## config.mk

```make
export PLATFORM = sky130hd
export DESIGN_NAME = vbr_link_unit
export DESIGN_NICKNAME = d
export VERILOG_FILES = /design/src/rtl/vbr_pkg.sv /design/src/rtl/vbr_elem_seq.sv /design/src/rtl/vbr_cond_fold.sv /design/src/rtl/vbr_link_policy.sv /design/src/rtl/vbr_link_unit.sv
export SDC_FILE = /design/constraint.sdc
export NUM_CORES = 1
export LEC_CHECK = 0
export BUFFER_PORTS_ARGS = -buffer_cell sky130_fd_sc_hd__buf_2
export CORE_MARGIN = 1
export CORE_UTILIZATION = 25
export DETAILED_ROUTE_END_ITERATION = 8
export PLACE_DENSITY = 0.57
export SYNTH_ARGS = -nofsm -noshare
export SYNTH_HDL_FRONTEND = slang
export SYNTH_HIERARCHICAL = 1
export SYNTH_SLANG_ARGS = --single-unit
```

## constraint.sdc

```tcl
create_clock -name clk -period 5.19 [get_ports clk]
set_input_delay 0.519 -clock clk [delete_from_list [all_inputs] [get_ports clk]]
set_output_delay 0.519 -clock clk [all_outputs]
set_load 0.005 [all_outputs]
```

## src/rtl/vbr_pkg.sv

```systemverilog
// Package: shared state type for the vector branch link-write unit.
// Assumes nothing beyond being compiled before the modules that use it.
package vbr_pkg;

    typedef enum logic {
        SEQ_IDLE = 1'b0,
        SEQ_RUN  = 1'b1
    } seq_state_e;

endpackage

```

## src/rtl/vbr_elem_seq.sv

```systemverilog
// Element sequencer: accepts a start while idle, then counts valid
// elements until the captured vector length is reached. A zero
// length finishes one cycle after the start edge.
// Assumes elem_valid_i is meaningful only while busy_o is high.
module vbr_elem_seq
    import vbr_pkg::*;
#(
    parameter int VL_W = 3
) (
    input  logic            clk,
    input  logic            rst_n,
    input  logic            start_i,
    input  logic [VL_W-1:0] vl_i,
    input  logic            elem_valid_i,
    output logic            accept_o,
    output logic            busy_o,
    output logic            consume_o,
    output logic            finish_o,
    output logic            empty_o
);

    seq_state_e      state_q;
    logic [VL_W-1:0] count_q;
    logic [VL_W-1:0] vl_q;
    logic [VL_W-1:0] last_idx;

    // Index of the final element of the captured vector.
    assign last_idx = vl_q - VL_W'(1);

    // Decode of start acceptance, element consumption and completion.
    always_comb begin
        busy_o    = (state_q == SEQ_RUN);
        accept_o  = start_i && (state_q == SEQ_IDLE);
        empty_o   = (vl_q == '0);
        consume_o = busy_o && elem_valid_i && !empty_o;
        finish_o  = busy_o && (empty_o || (consume_o && (count_q == last_idx)));
    end

    // State, element counter and captured length.
    always_ff @(posedge clk) begin
        if (!rst_n) begin
            state_q <= SEQ_IDLE;
            count_q <= '0;
            vl_q    <= '0;
        end else if (accept_o) begin
            state_q <= SEQ_RUN;
            count_q <= '0;
            vl_q    <= vl_i;
        end else if (finish_o) begin
            state_q <= SEQ_IDLE;
        end else if (consume_o) begin
            count_q <= count_q + VL_W'(1);
        end
    end

    // counter never passes the captured length while running.
    a_r3_count_bound: assert property (@(posedge clk) disable iff (!rst_n)
        busy_o |-> (empty_o || (count_q < vl_q)));

    // an accepted start puts the sequencer into the running state.
    a_r2_busy_after_accept: assert property (@(posedge clk) disable iff (!rst_n)
        accept_o |=> busy_o);

    // a zero-length vector completes in its first running cycle.
    a_r6_empty_finishes: assert property (@(posedge clk) disable iff (!rst_n)
        (busy_o && empty_o) |-> finish_o);

endmodule

```

## src/rtl/vbr_cond_fold.sv

```systemverilog
// Condition fold: keeps a running AND (ALL mode) or OR (ANY mode)
// of element tests. It is seeded with the identity of the chosen
// mode, so an empty vector yields 1 for ALL and 0 for ANY.
// Assumes init_i and step_i are never high together.
module vbr_cond_fold (
    input  logic clk,
    input  logic rst_n,
    input  logic init_i,
    input  logic mode_all_i,
    input  logic step_i,
    input  logic test_i,
    input  logic empty_i,
    output logic cond_o
);

    logic all_q;
    logic acc_q;
    logic fold;

    // Combine the running value with the current element test.
    assign fold   = all_q ? (acc_q & test_i) : (acc_q | test_i);
    // Final condition: identity for empty vectors, else the fold.
    assign cond_o = empty_i ? acc_q : fold;

    // Seed on start, accumulate on each consumed element.
    always_ff @(posedge clk) begin
        if (!rst_n) begin
            all_q <= 1'b0;
            acc_q <= 1'b0;
        end else if (init_i) begin
            all_q <= mode_all_i;
            acc_q <= mode_all_i;
        end else if (step_i) begin
            acc_q <= fold;
        end
    end

    // once an AND fold has dropped to 0 it stays 0.
    a_r4_and_sticky: assert property (@(posedge clk) disable iff (!rst_n)
        (all_q && !acc_q && !init_i) |=> !acc_q);

    // once an OR fold has risen to 1 it stays 1.
    a_r5_or_sticky: assert property (@(posedge clk) disable iff (!rst_n)
        (!all_q && acc_q && !init_i) |=> acc_q);

endmodule

```

## src/rtl/vbr_link_policy.sv

```systemverilog
// Link policy: chooses whether the link register is written from
// the link bit, the qualified-update bit and the branch condition.
// Purely combinational; assumes all three inputs are stable.
module vbr_link_policy (
    input  logic lk_i,
    input  logic lru_i,
    input  logic cond_i,
    output logic we_o
);

    // Four policies: never, always, on success, on failure.
    always_comb begin
        unique case ({lru_i, lk_i})
            2'b00:   we_o = 1'b0;
            2'b01:   we_o = 1'b1;
            2'b11:   we_o = cond_i;
            default: we_o = !cond_i;
        endcase
    end

endmodule

```

## src/rtl/vbr_link_unit.sv

```systemverilog
// Vector branch condition and link-write unit (top). It captures the
// instruction fields on start, folds per-element tests, and issues a
// single registered done/taken/link-write pulse at completion.
// Assumes element tests are presented in element order, one per valid cycle.
module vbr_link_unit #(
    parameter int ADDR_W   = 32,
    parameter int VL_W     = 3,
    parameter int LINK_OFS = 8
) (
    input  logic              clk,
    input  logic              rst_n,
    input  logic              start_i,
    input  logic [ADDR_W-1:0] cia_i,
    input  logic [VL_W-1:0]   vl_i,
    input  logic              all_mode_i,
    input  logic              lk_i,
    input  logic              lru_i,
    input  logic              elem_valid_i,
    input  logic              elem_test_i,
    output logic              busy_o,
    output logic              done_o,
    output logic              taken_o,
    output logic              lr_we_o,
    output logic [ADDR_W-1:0] lr_wdata_o
);

    localparam logic [ADDR_W-1:0] LinkOfs = ADDR_W'(LINK_OFS);

    logic              accept;
    logic              consume;
    logic              finish;
    logic              empty;
    logic              cond;
    logic              we_next;
    logic [ADDR_W-1:0] cia_q;
    logic              lk_q;
    logic              lru_q;
    logic              done_q;
    logic              taken_q;
    logic              we_q;

    vbr_elem_seq #(
        .VL_W (VL_W)
    ) u_seq (
        .clk          (clk),
        .rst_n        (rst_n),
        .start_i      (start_i),
        .vl_i         (vl_i),
        .elem_valid_i (elem_valid_i),
        .accept_o     (accept),
        .busy_o       (busy_o),
        .consume_o    (consume),
        .finish_o     (finish),
        .empty_o      (empty)
    );

    vbr_cond_fold u_fold (
        .clk        (clk),
        .rst_n      (rst_n),
        .init_i     (accept),
        .mode_all_i (all_mode_i),
        .step_i     (consume),
        .test_i     (elem_test_i),
        .empty_i    (empty),
        .cond_o     (cond)
    );

    vbr_link_policy u_policy (
        .lk_i   (lk_q),
        .lru_i  (lru_q),
        .cond_i (cond),
        .we_o   (we_next)
    );

    // Capture the instruction address and link controls on start.
    always_ff @(posedge clk) begin
        if (!rst_n) begin
            cia_q <= '0;
            lk_q  <= 1'b0;
            lru_q <= 1'b0;
        end else if (accept) begin
            cia_q <= cia_i;
            lk_q  <= lk_i;
            lru_q <= lru_i;
        end
    end

    // Register the single completion pulse and its results.
    always_ff @(posedge clk) begin
        if (!rst_n) begin
            done_q  <= 1'b0;
            taken_q <= 1'b0;
            we_q    <= 1'b0;
        end else begin
            done_q  <= finish;
            taken_q <= finish && cond;
            we_q    <= finish && we_next;
        end
    end

    assign done_o     = done_q;
    assign taken_o    = taken_q;
    assign lr_we_o    = we_q;
    assign lr_wdata_o = cia_q + LinkOfs;

    // done lasts one cycle.
    a_r11_done_single: assert property (@(posedge clk) disable iff (!rst_n)
        done_o |=> !done_o);

    // link write only with done.
    a_r11_we_with_done: assert property (@(posedge clk) disable iff (!rst_n)
        lr_we_o |-> done_o);

    // done is reported only after the sequencer has gone idle.
    a_r3_done_idle: assert property (@(posedge clk) disable iff (!rst_n)
        done_o |-> !busy_o);

    // no write when both link controls are clear.
    a_r7_never: assert property (@(posedge clk) disable iff (!rst_n)
        (!lk_q && !lru_q) |-> !lr_we_o);

    // qualified update with link bit follows the condition.
    a_r9_on_success: assert property (@(posedge clk) disable iff (!rst_n)
        (done_o && lk_q && lru_q) |-> (lr_we_o == taken_o));

    // qualified update without link bit follows the inverse.
    a_r10_on_failure: assert property (@(posedge clk) disable iff (!rst_n)
        (done_o && !lk_q && lru_q) |-> (lr_we_o != taken_o));

endmodule

```

==> results of run 1 <==
-- metal layers --
metal / global-route usage (%) / vias up / wire length (um)
met1: 14.35 / 904 / 2746
met4: 3.010 / 4 / 32
met5: 0 / - / 31
met2: 17.93 / 48 / 2474
met3: 3.934 / 8 / 381
li1: - / 1023 / -
-- worst max-delay path by stage --
| stage | depth (start not counted) | end | slack [ns] | from |
|---|---|---|---|---|
| 4_1_cts | 6 | lr_wdata_o[19] | 2.25 | cia_q[3] |
| 6_report | 6 | lr_wdata_o[19] | 2.30 | cia_q[3] |
| 3_3_place_gp | 6 | lr_wdata_o[19] | 2.17 | cia_q[3] |
| 3_5_place_dp | 6 | lr_wdata_o[19] | 2.60 | cia_q[3] |
| 5_1_grt | 6 | lr_wdata_o[19] | 2.01 | cia_q[3] |
| 2_1_floorplan | 6 | cia_q[0] | 3.25 | start_i |
-- cell type report --
type / instances / area, um2
tap: 133 / 166.4
timing repair buffer: 79 / 397.9
clock buffer: 5 / 68.82
sequential: 46 / 920.9
inverter: 9 / 33.78
multi-input combinational: 190 / 1469
antenna: 1 / 2.502
fill: 1067 / 6660
clock inverter: 2 / 10.01
-- Yosys cell counts, drive strengths merged --
master  instances
o41ai           1
or3             1
a311oi          1
nand3          11
nor2b          39
and3            9
xnor2          22
a21oi           6
xor2            9
and4            2
a21boi          2
a31oi           1
dfxtp          46
ha              4
a311o           1
nor3            3
xnor3           1
nand2b          4
nor2            8
and2            4
o21ai           3
nand4b          2
nand4          11
nand2           8
clkbuf          7
inv             9
mux2i          36
buf             9
nor4            1
-- power groups by stage --
stage | clock, mW | combinational (mW) | sequential (mW)
finish | 0.213 | 0.126 | 0.397
global route | 0.240 | 0.141 | 0.401
CTS | 0.227 | 0.129 | 0.398
detailed placement | 0 | 0.128 | 0.406
global placement | 0 | 0.127 | 0.405
floorplan | 0 | 0.0858 | 0.399
-- registers in the layout, summed over array words and instances, names as in the netlist --
| register | count |
|---|---|
| cia_q | 32 |
| taken_o | 1 |
| done_o | 1 |
| lr_we_o | 1 |
| u_seq/count_q | 3 |
| u_fold/acc_q | 1 |
| u_seq/vl_q | 3 |
| lru_q | 1 |
| lk_q | 1 |
| u_seq/busy_o | 1 |
| u_fold/all_q | 1 |
-- critical path: cells and delay by family, from the launching register on --
family,cells,cell delay [ns]
flip-flops,1,0.41
buffers and inverters,1,0.15
adder cells (fa/ha/maj),1,0.24
AND/OR/NAND/NOR,3,1.03
XOR/XNOR,1,0.24
-- metrics by stage --
stage | setup slack (ns) | instances | hold WS (ns)
2_1_floorplan | 3.254 | 261 | 0.4646
3_5_place_dp | 2.599 | 457 | 0.4947
6_report | 2.304 | 465 | 0.4745
4_1_cts | 2.251 | 464 | 0.4645
3_3_place_gp | 2.166 | 457 | 0.4845
5_1_grt | 2.005 | 465 | 0.4702
-- cells by family after synthesis --
group                    Yosys count
adder cells (fa/ha/maj)            4
buffers and inverters             25
flip-flops                        46
AND/OR/NAND/NOR                  103
XOR/XNOR                          32
multiplexers                      36
AO/OA/AOI/OAI                     15
==> qor.yml, run 1 <==
fin_crit_ns: 2.886
route.detailed.drc: 0
final_common_cell: "buf_2"
die_w_um: 101.8
place_area_mm2: 0.002988
htree_levels: 2
port_buffers: 78
p_sw_mw: 0.2018
syn_area_mm2: 0.002490
final_nets: 378
min-delay-path-class: "input pin to register"
min_to: "u_fold/acc_q"
path_max_fanout: 11
hold_depth: 3
ir_worst_vdd_mv: 0.09343
cp-start-kind: "register"
r2r-end: "u_seq/count_q[2]"
place_congestion: 0.7185
min_from: "all_mode_i"
synth-compound-area-share_pct: 4.070
power_mw: 0.7364
rr_worst_depth: 6
max_slew_margin_pct: 46.53
slowest_stage: "nor3_2"
crit_chain: "ha_1, nand3_1, nor3_2, nand4_1, xnor2_1, buf_2"
vias_per_cell: 4.273
wl_per_cell_um: 12.18
worstSetupPathType: "register to primary output"
dr.pass1.iters: 4
muxShareOfSynthArea_pct: 14.47
yosysTopAreaCellShare_pct: 36.98
setup_viol: 0
p_leak_nw: 1.390
p_clk_share_pct: 28.9
combPwrFrac_pct: 17.1
grt_first_pass_wirelength_um: 8997
track_usage_pct: 11.24
synth_area_per_cell_um2: 9.540
cts_tree: "done"
cts-resized-gates: 0
synth_largest_area_cell: "dfxtp_1"
vias: 1987
crit_path_end_kind: "primary output"
synth_xor_area_share_pct: 12.16
wl_um: 5666
hold_viol_final: 0
rr_startpoint: "u_seq/vl_q[0]"
cts_setup_buffers: 0
synthAdderAreaFrac_pct: 2.010
cts.path.max_buffers: 2
fp.coreArea_mm2: 0.009729
reg2reg_slack_ns: 3.41
area_growth_pct: 23.27
setup_tns_ns: 0
ant_nets: 0
pin_count: 79
fin_util_pct: 31.55
drtIter0Drc: 41
final_cell_mix: "buf_2 (78), dfxtp_1 (46), nor2b_1 (38), mux2i_1 (36), xnor2_1 (21)"
dp_hpwl_um: 4168
dieArea_mm2: 0.01036
ys_warn_count: 6
grt_antenna_before_repair: 3
worst_skew_pair.late_latency_ns: 0.30
netlist_instances: 261
grt_max_degree: 45
max_freq_mhz: 346.5
start_util_pct: 25.59
grt_pass1_vias: 1863
numClockSinks: 46
worst_pin_slew_ns: 0.7977
clk_pin_slew_ns: 0.09
p_sw_share_pct: 27.41
drv_cap: 0
synthSimpleGateAreaFrac_pct: 25.78
synth_top_family_by_area: "simple AND/OR/NAND/NOR gates"
intPower_mw: 0.5345
rsz0062_at_grt: "false"
syn_nets: 308
power.density_mw_per_mm2: 239.9
fin_area_mm2: 0.003069
finClkSkew_ns: 0.008352
ys_top_cells_by_area: "dfxtp_1 (37%), mux2i_1 (14%), nor2b_1 (9.8%)"
slowest_delay_ns: 0.68
min_period_over_period_pct: 55.61
drive_above_1_share_pct: 29.00
synth-seq-cells: 46
root_buffer: "clkbuf_8"
synth-seq-area-share_pct: 36.98
yosysUniqueCellTypes: 37
drv_slew: 0
overflow: 0
power_frac_seq_pct: 54.0
row_count: 36
cts_buffers: 5
status: "completed"
cts_hold_buffers: 0
worst-endpoint-required_ns: 4.67
die_y_um: 101.8
worstPathArrival_ns: 2.37
Power figures use the tool's default switching activity.
==> inputs of run 2 (changes only) <==
- clock period: 5.19 -> 3 ns (I/O delays scaled with it)
==> qor.yml, run 2 (same netlist as run 1, synthesis figures left out) <==
max_freq_mhz: 437.3
drive_above_1_share_pct: 29.13  # was 29.00%
place_congestion: 0.7401  # was 0.7185
setup_tns_ns: 0  # unchanged
intPower_mw: 1.123  # was 0.5345 mW
dp_hpwl_um: 4152  # was 4168 um
fp.coreArea_mm2: 0.009729  # unchanged
wl_um: 5723  # was 5666 um
cts_setup_buffers: 0  # unchanged
setup_slack_ns: 0.7130  # was 2.304 ns
setup_viol: 0  # unchanged
area_growth_pct: 25.83  # was 23.27%
cts_buffers: 5  # unchanged
final_cell_mix: "buf_2 (78), dfxtp_1 (46), nor2b_1 (38), mux2i_1 (36), xnor2_1 (21)"  # unchanged
dieArea_mm2: 0.01036  # unchanged
power.density_mw_per_mm2: 470.9  # was 239.9 mW/mm2
worst_skew_pair.late_latency_ns: 0.29  # was 0.30 ns
clk_pin_slew_ns: 0.09  # about the same
p_sw_share_pct: 23.86  # was 27.41%
cts-resized-gates: 0  # unchanged
worstSetupPathType: "register to primary output"  # unchanged
die_w_um: 101.8  # unchanged
drv_cap: 0  # unchanged
grt_first_pass_wirelength_um: 8901  # was 8997 um
rsz0062_at_grt: "false"  # unchanged
slowest_stage: "dfxtp_1"  # was nor3_2
cp-start-kind: "register"  # unchanged
crit_chain: "ha_1, nand3_1, nor3_1, buf_4, nand4_1, xnor2_1, buf_2"  # was ha_1, nand3_1, nor3_2, nand4_1, xnor2_1, buf_2
start_util_pct: 25.59  # unchanged
vias_per_cell: 4.279  # was 4.273
status: "completed"  # unchanged
min_period_over_period_pct: 76.23
route.detailed.drc: 0  # unchanged
antenna_cells: 0  # was 1
die_y_um: 101.8  # unchanged
port_buffers: 78  # unchanged
seq_area_um2: 920.9  # unchanged
dp_slack_ns: 1.042  # was 2.599 ns
largest_register_ffs: 32  # unchanged
top_regs: "cia_q: 32 flops, u_seq/count_q: 3 flops, u_seq/vl_q: 3 flops"  # unchanged
row_count: 36  # unchanged
htree_levels: 2  # unchanged
ir_worst_vdd_mv: 0.2592  # was 0.09343 mV
ant_nets: 0  # unchanged
p_clk_share_pct: 38.6  # was 28.9%
top_register: "cia_q"  # unchanged
vias: 1994  # was 1,987
crit_path_end_kind: "primary output"  # unchanged
cts.path.max_buffers: 2  # unchanged
hold_viol_final: 0  # unchanged
worstPathArrival_ns: 1.99  # was 2.37 ns
slowest_delay_ns: 0.39  # was 0.68 ns
final_common_cell: "buf_2"  # unchanged
dr.pass1.iters: 4  # unchanged
wl_per_cell_um: 12.28  # was 12.18 um
worst_pin_slew_ns: 0.7350  # was 0.7977 ns
grt_antenna_before_repair: 2  # was 3
p_leak_nw: 1.423  # was 1.390 nW
fin_crit_ns: 2.287
root_buffer: "clkbuf_8"  # unchanged
cts_hold_buffers: 0  # unchanged
combPwrFrac_pct: 14.8  # was 17.1%
cts_tree: "done"  # unchanged
drtIter0Drc: 47  # was 41
track_usage_pct: 11.11  # was 11.24%
pin_count: 79  # unchanged
p_sw_mw: 0.3520  # was 0.2018 mW
final_nets: 379  # was 378
finClkSkew_ns: 0.005461  # was 0.008352 ns
multi_input_area_mm2: 0.001464  # was 0.001469 mm2
power_frac_seq_pct: 46.6  # was 54.0%
grt_max_degree: 45  # unchanged
fillerInstances: 1055  # was 1,067
drv_slew: 0  # unchanged
place_area_mm2: 0.002990  # was 0.002988 mm2
max_slew_margin_pct: 51.00  # was 46.53%
grt_pass1_vias: 1871  # was 1,863
worst-endpoint-required_ns: 2.70  # was 4.67 ns
path_max_fanout: 11  # unchanged
min-delay-path-class: "input pin to register"  # unchanged
fin_area_mm2: 0.003133  # was 0.003069 mm2
numClockSinks: 46  # unchanged
overflow: 0  # unchanged
-- run 2: cell types whose count changed in the layout (fill, tap and decap cells not counted), sizes merged --
cell and delta:
clkinv -2, buf +1, clkbuf +1, bufinv +2, diode -1
-- run 2: path summary, 6_finish.rpt --
kind / from / to / slack [ns] / cells after the start
min reg2reg: u_seq/count_q[1] / u_seq/count_q[1] / 0.51 / 2
max: cia_q[3] / lr_wdata_o[31] / 0.71 / 7
max reg2reg: u_seq/vl_q[0] / u_seq/count_q[2] / 1.23 / 6
min: all_mode_i / u_fold/acc_q / 0.25 / 3
-- run 2: worst max-delay path: cells and delay by family, from the launching register on --
| family | cells | cell delay, ns |
|---|---|---|
| XOR/XNOR | 1 | 0.19 |
| flip-flops | 1 | 0.39 |
| adder cells (fa/ha/maj) | 1 | 0.22 |
| AND/OR/NAND/NOR | 3 | 0.54 |
| buffers and inverters | 2 | 0.36 |
-- run 2: area by class of cell --
cell class                 instances  area share, %
sequential                        46          29.39
clock inverter                     2          1.917
tap                              133          5.312
clock buffer                       6          2.636
timing repair buffer              80          12.94
multi-input combinational        190          46.73
inverter                           9          1.078
-- run 2: layer usage --
layer | vias up | GRT usage [%] | share of wire (%)
li1 | 1023 | - | -
met5 | - | 0 | 0.47
met4 | 4 | 2.007 | 0.33
met2 | 46 | 17.78 | 45
met3 | 6 | 4.141 | 6.9
met1 | 915 | 14.35 | 47
-- run 2: metrics by stage --
stage	util, %	hold WS (ns)	std cells	total power, mW
6_report	32.20	0.2493	466	1.475
3_5_place_dp	30.74	0.4897	458	0.9248
3_3_place_gp	30.74	0.4835	458	0.9198
5_1_grt	32.20	0.2470	466	1.560
4_1_cts	32.20	0.2334	466	1.505
2_1_floorplan	-	0.4282	261	0.8391
-- run 2: power groups by stage --
stage,Combinational [mW],Sequential (mW),Clock [mW]
after floorplan,0.148,0.691,0
after global placement,0.219,0.701,0
after detailed placement,0.222,0.703,0
after CTS,0.223,0.688,0.594
after global routing,0.244,0.695,0.621
final,0.219,0.688,0.569
==> inputs of run 3 (changes only) <==
- clock period: 3 -> 2.2 ns (I/O delays scaled with it)
==> qor.yml, run 3 (same netlist as run 1, synthesis figures left out) <==
r2r-end: "u_seq/count_q[2]"  # unchanged
worstSetupPathType: "register to primary output"  # unchanged
grt_first_pass_wirelength_um: 9101  # was 8901 um
grt_antenna_before_repair: 2  # unchanged
drv_cap: 0  # unchanged
antenna_cells: 0  # unchanged
p_clk_share_pct: 30.3  # was 38.6%
path_max_fanout: 6  # was 11
hold_depth: 3  # unchanged
grt_max_degree: 45  # unchanged
top_register: "cia_q"  # unchanged
drive_above_1_share_pct: 31.66  # was 29.13%
slowest_delay_ns: 0.38  # was 0.39 ns
power.density_mw_per_mm2: 563.2  # was 470.9 mW/mm2
worst_pin_slew_ns: 0.3939  # was 0.7350 ns
max_slew_margin_pct: 73.74  # was 51.00%
fp.coreArea_mm2: 0.009729  # unchanged
worst-endpoint-required_ns: 1.98  # was 2.70 ns
p_sw_mw: 0.4830  # was 0.3520 mW
ir_worst_vdd_mv: 0.2440  # was 0.2592 mV
worst_skew_pair.late_latency_ns: 0.29  # about the same
final_common_cell: "buf_2"  # unchanged
dp_cells: 460  # was 458
ant_nets: 0  # unchanged
dieArea_mm2: 0.01036  # unchanged
dr.pass1.iters: 4  # unchanged
crit_path_end_kind: "primary output"  # unchanged
cp-start-kind: "register"  # unchanged
pin_count: 79  # unchanged
drv_slew: 0  # unchanged
min-delay-path-class: "input pin to register"  # unchanged
fillerInstances: 1055  # unchanged
top_regs: "cia_q: 32 flops, u_seq/count_q: 3 flops, u_seq/vl_q: 3 flops"  # unchanged
start_util_pct: 25.59  # unchanged
root_buffer: "clkbuf_8"  # unchanged
rr_worst_depth: 6  # unchanged
fin_crit_ns: 2.029
min_from: "vl_i[0]"  # was all_mode_i
min_to: "u_seq/vl_q[0]"  # was u_fold/acc_q
area_growth_pct: 27.74  # was 25.83%
grt_pass1_vias: 1916  # was 1,871
setup_viol: 0  # unchanged
reg2reg_slack_ns: 0.44  # was 1.23 ns
min_period_over_period_pct: 92.22
worstPathArrival_ns: 1.81  # was 1.99 ns
drtIter0Drc: 33  # was 47
intPower_mw: 1.308  # was 1.123 mW
route.detailed.drc: 0  # unchanged
p_sw_share_pct: 26.96  # was 23.86%
final_cell_mix: "buf_2 (78), dfxtp_1 (44), nor2b_1 (38), mux2i_1 (36), xnor2_1 (21)"  # was buf_2 (78), dfxtp_1 (46), nor2b_1 (38), mux2i_1 (36), xnor2_1 (21)
combPwrFrac_pct: 17.4  # was 14.8%
p_leak_nw: 1.461  # was 1.423 nW
crit_chain: "ha_4, nand3_2, nor3_4, buf_6, nand4_1, xnor2_1, buf_2"  # was ha_1, nand3_1, nor3_1, buf_4, nand4_1, xnor2_1, buf_2
clk_pin_slew_ns: 0.09  # about the same
setup_tns_ns: 0  # unchanged
numClockSinks: 46  # unchanged
hold_viol_final: 0  # unchanged
wl_per_cell_um: 12.51  # was 12.28 um
cts_buffers: 5  # unchanged
vias_per_cell: 4.253  # was 4.279
wl_um: 5891  # was 5723 um
htree_levels: 2  # unchanged
overflow: 0  # unchanged
cts_hold_buffers: 0  # unchanged
rsz0062_at_grt: "false"  # unchanged
largest_register_ffs: 32  # unchanged
max_freq_mhz: 492.9
cts_tree: "done"  # unchanged
vias: 2003  # was 1,994
rr_startpoint: "u_seq/vl_q[0]"  # unchanged
finClkSkew_ns: 0.008222  # was 0.005461 ns
track_usage_pct: 11.34  # was 11.11%
port_buffers: 78  # unchanged
die_w_um: 101.8  # unchanged
power_frac_seq_pct: 52.3  # was 46.6%
cts.path.max_buffers: 2  # unchanged
slowest_stage: "dfxtp_4"  # was dfxtp_1
place_congestion: 0.7928  # was 0.7401
row_count: 36  # unchanged
die_y_um: 101.8  # unchanged
final_cells: 471  # was 466
final_nets: 384  # was 379
status: "completed"  # unchanged
dp_hpwl_um: 4355  # was 4152 um
## run 3: cell count changes in the layout (fill, tap and decap cells not counted), moves of 2 or more
cell and delta:
buf_4 +3, bufinv_16 -2, dfxtp_1 -2, nand3_1 -2, nand3_2 +2, nor3_4 +2
## run 3: how the worst max path moves through the flow
| stage | startpoint | to | slack (ns) |
|---|---|---|---|
| detailed placement | cia_q[3] | lr_wdata_o[19] | 0.34 |
| global placement | cia_q[3] | lr_wdata_o[27] | 0.37 |
| CTS | cia_q[3] | lr_wdata_o[19] | 0.006 |
| global route | cia_q[21] | lr_wdata_o[31] | 0.003 |
| finish | cia_q[3] | lr_wdata_o[19] | 0.17 |
| floorplan | u_seq/busy_o | cia_q[0] | 0.46 |
## run 3: worst max-delay path, delay by kind of cell, from the launching register on
family | cells | cell delay, ns
DFF | 1 | 0.38
adders and majority gates | 1 | 0.15
and+or+nand+nor | 3 | 0.48
buffers and inverters | 2 | 0.30
xor gates and xnor gates | 1 | 0.21
## run 3: per-stage QoR
stage               util (%)  setup slack, ns  hold slack, ns  power [mW]  area, um2
CTS                    32.03         0.005679          0.1525       1.821       3117
finish                 32.69           0.1711          0.1663       1.791       3181
detailed placement     31.02           0.3443          0.4716       1.269       3018
floorplan                  -           0.4570          0.3482       1.144       2490
global placement       31.02           0.3696          0.4619       1.262       3018
global route           32.69         0.002721          0.1744       1.896       3181
## run 3: metal layers
layer	part of all wire [%]	track usage, %	up-vias
met5	0.37	0	-
met4	0.34	2.341	4
met3	7.0	3.934	6
met2	46	18.81	54
met1	46	14.20	905
li1	-	-	1034
## run 3: power by group through the flow
stage                     sequential (mW)  clock [mW]  combinational, mW
after global placement              0.953           0              0.309
after global routing                0.945       0.603              0.349
final                               0.937       0.543              0.311
after floorplan                     0.942           0              0.202
after CTS                           0.935       0.570              0.315
after detailed placement            0.955           0              0.314
## run 3: cell type report
class	instances	area [um2]	share of cell area (%)
clock buffer	7	86.33	2.714
clock inverter	1	5.005	0.1574
inverter	9	33.78	1.062
multi-input combinational	190	1504	47.29
sequential	46	925.9	29.11
tap	133	166.4	5.232
timing repair buffer	85	459.2	14.44
## run 3: repair_timing
action	in CTS	in global routing
buffers inserted	1	1
endpoints found under the setup margin	1	17
resized for setup	0	13
pin swaps	0	6
gates cloned	0	1
